**src/rtl/irqc_pkg.sv**
```systemverilog
package irqc_pkg;
  localparam int NUM_BANKS = 2;

  typedef enum logic [3:0] {
    OFS_EVT = 4'h0,
    OFS_MSK = 4'h4,
    OFS_ACK = 4'h8,
    OFS_LVL = 4'hC
  } reg_ofs_e;
endpackage

```
**src/rtl/irqc_decode.sv**
```systemverilog
module irqc_decode
  import irqc_pkg::*;
#(
  parameter int ADDR_W = 12
) (
  input  logic [ADDR_W-1:0]    addr,
  input  logic                 wr_en,
  output logic [NUM_BANKS-1:0] bank_sel,
  output logic [3:0]           ofs,
  output logic                 idx_ok,
  output logic [NUM_BANKS-1:0] mask_we,
  output logic [NUM_BANKS-1:0] ack_we
);
  localparam int IDX_W = ADDR_W - 4;

  logic [IDX_W-1:0] idx;

  // subtracting 0x10 leaves the low nibble intact, so only the upper part moves
  assign idx    = addr[ADDR_W-1:4] - IDX_W'(1);
  assign idx_ok = idx < IDX_W'(NUM_BANKS);
  assign ofs    = addr[3:0];

  for (genvar b = 0; b < NUM_BANKS; b++) begin : g_sel
    assign bank_sel[b] = idx_ok && (idx == IDX_W'(b));
    assign mask_we[b]  = wr_en && bank_sel[b] && (ofs == OFS_MSK);
    assign ack_we[b]   = wr_en && bank_sel[b] && (ofs == OFS_ACK);
  end
endmodule

```
**src/rtl/irqc_bank.sv**
```systemverilog
module irqc_bank #(
  parameter int                BANK_W  = 32,
  parameter logic [BANK_W-1:0] LT_MASK = '0
) (
  input  logic              clk,
  input  logic              rst_n,
  input  logic [BANK_W-1:0] line_in,
  input  logic              mask_we,
  input  logic              ack_we,
  input  logic [BANK_W-1:0] wdata,
  output logic [BANK_W-1:0] events_q,
  output logic [BANK_W-1:0] mask_q,
  output logic [BANK_W-1:0] levels_q,
  output logic              pending
);
  logic [BANK_W-1:0] edge_set;
  logic [BANK_W-1:0] ack_clr;
  logic              seen_q;

  assign edge_set = line_in & ~LT_MASK;
  assign ack_clr  = ack_we ? (wdata & ~LT_MASK) : '0;

  always_ff @(posedge clk or negedge rst_n) begin
    if (!rst_n) begin
      events_q <= '0;
      mask_q   <= '0;
      levels_q <= '0;
      seen_q   <= 1'b0;
    end else begin
      seen_q   <= 1'b1;
      levels_q <= line_in;
      // a new edge beats an acknowledge of the same bit
      events_q <= (events_q & ~ack_clr) | edge_set;
      if (mask_we) mask_q <= wdata;
    end
  end

  assign pending = |((events_q | (levels_q & LT_MASK)) & mask_q);


  levels_track_chk: assert property (@(posedge clk) disable iff (!rst_n)
    seen_q |-> levels_q == $past(line_in));


  lt_no_event_chk: assert property (@(posedge clk) disable iff (!rst_n)
    (events_q & LT_MASK) == '0);


  edge_latched_chk: assert property (@(posedge clk) disable iff (!rst_n)
    (levels_q & ~LT_MASK & ~events_q) == '0);


  ack_clear_chk: assert property (@(posedge clk) disable iff (!rst_n)
    ack_we |=> (events_q & $past(wdata & ~LT_MASK & ~line_in)) == '0);


  mask_write_chk: assert property (@(posedge clk) disable iff (!rst_n)
    mask_we |=> mask_q == $past(wdata));
endmodule

```
**src/rtl/dual_bank_irq_ctrl.sv**
```systemverilog
module dual_bank_irq_ctrl
  import irqc_pkg::*;
#(
  parameter int                BANK_W   = 32,
  parameter int                ADDR_W   = 12,
  parameter logic [BANK_W-1:0] LT_BANK0 = '0,
  parameter logic [BANK_W-1:0] LT_BANK1 = 32'h1FF0_0000
) (
  input  logic                          clk,
  input  logic                          rst_n,
  input  logic [NUM_BANKS*BANK_W-1:0]   irq_lines,
  input  logic                          reg_wr_en,
  input  logic                          reg_rd_en,
  input  logic [ADDR_W-1:0]             reg_addr,
  input  logic [BANK_W-1:0]             reg_wdata,
  output logic [BANK_W-1:0]             reg_rdata,
  output logic                          reg_rdata_vld,
  output logic                          irq_out
);
  logic [NUM_BANKS-1:0]        bank_sel;
  logic [3:0]                  ofs;
  logic                        idx_ok;
  logic [NUM_BANKS-1:0]        mask_we;
  logic [NUM_BANKS-1:0]        ack_we;
  logic [BANK_W-1:0]           evt_q [NUM_BANKS];
  logic [BANK_W-1:0]           msk_q [NUM_BANKS];
  logic [BANK_W-1:0]           lvl_q [NUM_BANKS];
  logic [NUM_BANKS-1:0]        pend;
  logic [NUM_BANKS*BANK_W-1:0] mask_all;
  logic [BANK_W-1:0]           rd_val;
  logic                        any_pend;

  irqc_decode #(.ADDR_W(ADDR_W)) u_dec (
    .addr     (reg_addr),
    .wr_en    (reg_wr_en),
    .bank_sel (bank_sel),
    .ofs      (ofs),
    .idx_ok   (idx_ok),
    .mask_we  (mask_we),
    .ack_we   (ack_we)
  );

  for (genvar b = 0; b < NUM_BANKS; b++) begin : g_bank
    // banks are numbered opposite to the input lines
    irqc_bank #(
      .BANK_W  (BANK_W),
      .LT_MASK ((b == 1) ? LT_BANK1 : LT_BANK0)
    ) u_bank (
      .clk      (clk),
      .rst_n    (rst_n),
      .line_in  (irq_lines[(NUM_BANKS-1-b)*BANK_W +: BANK_W]),
      .mask_we  (mask_we[b]),
      .ack_we   (ack_we[b]),
      .wdata    (reg_wdata),
      .events_q (evt_q[b]),
      .mask_q   (msk_q[b]),
      .levels_q (lvl_q[b]),
      .pending  (pend[b])
    );
    assign mask_all[b*BANK_W +: BANK_W] = msk_q[b];
  end

  always_comb begin
    rd_val = '0;
    for (int b = 0; b < NUM_BANKS; b++) begin
      if (bank_sel[b]) begin
        case (ofs)
          OFS_EVT: rd_val = evt_q[b];
          OFS_MSK: rd_val = msk_q[b];
          OFS_LVL: rd_val = lvl_q[b];
          default: rd_val = '0;
        endcase
      end
    end
  end

  assign any_pend = |pend;

  always_ff @(posedge clk or negedge rst_n) begin
    if (!rst_n) begin
      reg_rdata     <= '0;
      reg_rdata_vld <= 1'b0;
      irq_out       <= 1'b0;
    end else begin
      reg_rdata_vld <= reg_rd_en;
      reg_rdata     <= reg_rd_en ? rd_val : '0;
      irq_out       <= any_pend;
    end
  end


  rd_latency_chk: assert property (@(posedge clk) disable iff (!rst_n)
    reg_rd_en |=> reg_rdata_vld);


  irq_follow_chk: assert property (@(posedge clk) disable iff (!rst_n)
    any_pend |=> irq_out);


  bad_index_chk: assert property (@(posedge clk) disable iff (!rst_n)
    (reg_wr_en && !idx_ok) |=> $stable(mask_all));
endmodule

```
**config.mk**
```make
export PLATFORM = sky130hd
export DESIGN_NAME = dual_bank_irq_ctrl
export DESIGN_NICKNAME = d
export VERILOG_FILES = /design/src/rtl/irqc_pkg.sv /design/src/rtl/irqc_decode.sv /design/src/rtl/irqc_bank.sv /design/src/rtl/dual_bank_irq_ctrl.sv
export SDC_FILE = /design/constraint.sdc
export NUM_CORES = 1
export LEC_CHECK = 0
export ABC_AREA = 1
export BUFFER_PORTS_ARGS = -buffer_cell sky130_fd_sc_hd__buf_2
export CELL_PAD_IN_SITES_DETAIL_PLACEMENT = 1
export CELL_PAD_IN_SITES_GLOBAL_PLACEMENT = 1
export CORE_ASPECT_RATIO = 1.4
export CORE_UTILIZATION = 38
export DETAILED_ROUTE_END_ITERATION = 7
export PLACE_DENSITY = 0.71
export SETUP_SLACK_MARGIN = 0.2
export SLEW_MARGIN = 20
export SYNTH_ARGS = -nofsm -noshare
export SYNTH_HDL_FRONTEND = slang
export SYNTH_SLANG_ARGS = --single-unit
```
**constraint.sdc**
```tcl
create_clock -name clk -period 1 [get_ports clk]
set_input_delay 0.2 -clock clk [delete_from_list [all_inputs] [get_ports clk]]
set_output_delay 0.2 -clock clk [all_outputs]
set_load 0.005 [all_outputs]
```
==> impl_summary.log <==
[metrics] Slowest cell on crit path: clkbuf_16
[metrics] worst reg2reg startpoint: g_bank[1].u_bank.mask_q[11]
[metrics] cell area after synthesis: 0.00983 mm^2
[metrics] Crit path arrival time: 1.90 ns
[metrics] WHS Path Cells: 4
[metrics] overall power after layout: 20.3 mW
[metrics] Root Buffer Master: clkbuf_16
[metrics] post-detail-place hpwl: 24500 um
[metrics] Slew Limit Headroom: 57.6%
[metrics] post-synthesis average cell area: 8.25 um^2
[metrics] leading cell types in the layout, fill and taps excluded: 313 x nand2_1, 217 x dfrtp_1, 150 x buf_4
[metrics] Crit Path Category: input pin to flop
[metrics] measured slew at the worst slew-check pin: 0.636 ns
[metrics] Placer Congestion: 0.810
[metrics] Final Hold Violating Endpoints: 0
[metrics] Maximum Capacitance Violations: 0
[metrics] total negative slack: -63.72 ns
[metrics] count of placed standard cells in the final layout, fillers left out: 1959
[metrics] peak clock frequency supported by timing: 0.652 GHz
[metrics] H-tree depth: 1
[metrics] power density over the cells: 1230 mW/mm^2
[metrics] initial core utilization: 38.7%
[metrics] CP top delay family: simple AND/OR/NAND/NOR gates
[metrics] top fanout value on the critical path: 6
[metrics] number of cells on the worst reg-to-reg path: 6
[metrics] clk_lat worst skew: 0.55 ns
[metrics] cells along the critical path: buf_8, inv_6, ha_4, inv_2, nand2_1, nand2_2, nand2_2, nand3_4, buf_6, nor2_4, buf_6, clkbuf_16, nand4_1, nand2_1, nand2_1
[metrics] all-layer global routing usage: 35.3%
[metrics] pin count of the biggest net entering global routing: 35
[metrics] post-route antenna net violation count: 0
[metrics] routed via count divided by cell count: 6.03
[metrics] Post-Route WL: 56700 um
[metrics] Placeable Area: 0.0254 mm^2
[metrics] run status: complete, but fails checks
[metrics] Tmin final: 1.53 ns
[metrics] TritonCTS clock tree: yes
[metrics] synthesized net count: 1307
[metrics] count of mapped cells out of synthesis: 1192
[metrics] setup repair after global routing missed its margin: yes
[metrics] initial antenna violation count: 3
[metrics] most common cell after layout, fill and taps aside: nand2_1
[metrics] remaining routing DRC violations: 0
[metrics] total congestion overflow after global routing: 0
[metrics] Final nets: 1738
[metrics] Worst Setup Start Kind: input pin
[metrics] layout overhead on the synthesized area: 67.8%
[metrics] critical path data required time: 1.37 ns
[metrics] CTS sink cnt: 217
[metrics] input/output buffers: 145
[metrics] Die ar.: 0.0265 mm^2
[metrics] total number of cells along the worst setup path: 15
[metrics] count of vias placed by the detailed router: 11817
[metrics] count of boundary I/O pins: 146
[metrics] layout cell share with drive strength beyond 1: 39.4%
[metrics] flop and latch count out of synthesis: 217
[metrics] worst setup margin: -0.533 ns
[metrics] Worst Hold Launch: reg_wdata[6]
[metrics] launch point of the worst path: reg_addr[5]
[metrics] die span in x: 138 um
[metrics] leakage power: 8.09 nW
[metrics] Hold Crit Class: input pin to flop
[metrics] worst clock skew: 0.0294 ns
[metrics] maximum clock path buffer count: 3
[metrics] first-pass GRT wire length: 68800 um
[metrics] sum of buffers and inverters on the critical path: 6
[metrics] WL per Instance: 29.0 um
[metrics] post-route fraction of the period consumed by the critical path: 153%
[metrics] crit end category: flop
[metrics] number of warnings printed during yosys synthesis: 0
[metrics] Crit path largest cell delay: 0.18 ns
[metrics] filler instances: 2772
[metrics] Initial DRT Pass Iterations: 6
[metrics] proportion of synthesized chip area in sequential cells: 55.2%
[metrics] clock transition time at the flip-flop clock pins of the worst setup and hold paths: 0.07 ns
[metrics] Post-Place Cells: 1764
[metrics] hold slack: 0.00597 ns
[metrics] violations in the final reports: negative setup slack
[metrics] vias in the first global route: 12117
[metrics] number of rows created at floorplan: 69
[metrics] dpl ws: -0.847 ns
[metrics] number of setup violations in the final report: 186
[metrics] number of max-slew violations in the final report: 0
[metrics] number of different library cells in the post-synthesis netlist: 26
[metrics] CTS Buf Count: 24
[metrics] largest voltage drop on the vdd net: 0.00175 V
[metrics] Die H: 192 um
[metrics] DR iter-0 viols: 1107
[metrics] Critical Path Most Common Cell: nand2_1
[layout make-up]
cell class / instances / area [um^2] / share of cell area (%)
sequential: 217 / 5430 / 32.9
multi-input combinational: 782 / 4770 / 28.9
timing repair buffer: 474 / 4640 / 28.1
clock buffer: 39 / 758 / 4.60
inverter: 124 / 479 / 2.90
tap: 319 / 399 / 2.42
clock inverter: 2 / 16.3 / 0.0986
antenna: 2 / 5.00 / 0.0303
[layer usage]
layer  share of wire (%)  up-vias  GRT usage [%]
met5               0.023        -              0
met4                  11        2           25.8
met3                 8.1      386           6.33
met2                  49      833           63.1
met1                  33     5854           36.4
li1                    -     4742              -
[tightest hold or removal path, cell delays in order]
cell and delay [ns]:
buf_2 0.12, nand4_1 0.10, nand2_1 0.05, nand2_1 0.05
[registers in the layout, indices dropped and copies added (netlist names)]
register / count
g_bank.u_bank.levels_q: 64
reg_rdata: 32
reg_rdata_vld: 1
g_bank.u_bank.mask_q: 64
irq_out: 1
g_bank.u_bank.events_q: 55
[synth_stat cells]
cell / count / share of area (%)
nand2_1: 394 / 15
dfrtp_1: 217 / 55
nand3_1: 154 / 7.8
inv_1: 116 / 4.4
nand4_1: 62 / 3.9
a21oi_1: 55 / 2.8
o21ai_1: 55 / 2.8
buf_2: 28 / 1.4
clkbuf_1: 24 / 0.92
nor2_1: 20 / 0.76
o21ai_0: 18 / 0.92
buf_4: 14 / 1.1
a211oi_1: 5 / 0.38
clkinv_1: 5 / 0.19
nor2_2: 4 / 0.25
a22o_1: 3 / 0.27
buf_1: 3 / 0.11
ha_1: 3 / 0.38
inv_2: 3 / 0.11
nand3_4: 2 / 0.36
nor2_4: 2 / 0.23
a21boi_2: 1 / 0.11
a221oi_1: 1 / 0.089
nand2_2: 1 / 0.064
nand3_2: 1 / 0.10
nor3_4: 1 / 0.17
[what timing repair did]
| item | CTS | global route |
|---|---|---|
| endpoints found under the setup margin | 186 | 186 |
| hold buffers | 91 | 0 |
| gates resized for setup | 173 | 189 |
| gates cloned | 22 | 10 |
| endpoints found under the hold margin | 380 | 0 |
| pin swaps | 24 | 49 |
| setup buffers | 19 | 10 |
[path summary, 6_finish.rpt]
kind | slack (ns) | to
worst max-delay path | -0.53 | g_bank[1].u_bank.events_q[2]
worst min-delay path | 0.006 | g_bank[0].u_bank.events_q[6]
worst max register to register | -0.43 | irq_out
worst min register to register | 0.56 | g_bank[1].u_bank.events_q[18]
max in group asynchronous | 0.29 | g_bank[0].u_bank.events_q[17]
min in group asynchronous | 0.15 | g_bank[0].u_bank.mask_q[1]
[power breakdown]
part	leakage, nW	switching, mW	internal [mW]
registers	2.59	0.0754	8.93
logic	5.12	1.32	0.875
clock network	0.383	3.99	5.16
[cells by family after synthesis]
family,Yosys count,share of synthesized area (%)
and+or+nand+nor,641,28.8
DFF,217,55.2
buffers and inverters,193,8.26
AOI/OAI and AO/OA,138,7.37
adders and majority gates,3,0.382
[through the flow]
stage | instance area, um^2 | util (%)
after CTS | 15400 | 60.6
after floorplan | 9930 | -
after detailed placement | 12300 | 48.6
after global routing | 16500 | 65.0
after global placement | 12300 | 48.6
final | 16500 | 65.0
(Power assumes the default switching activity.)
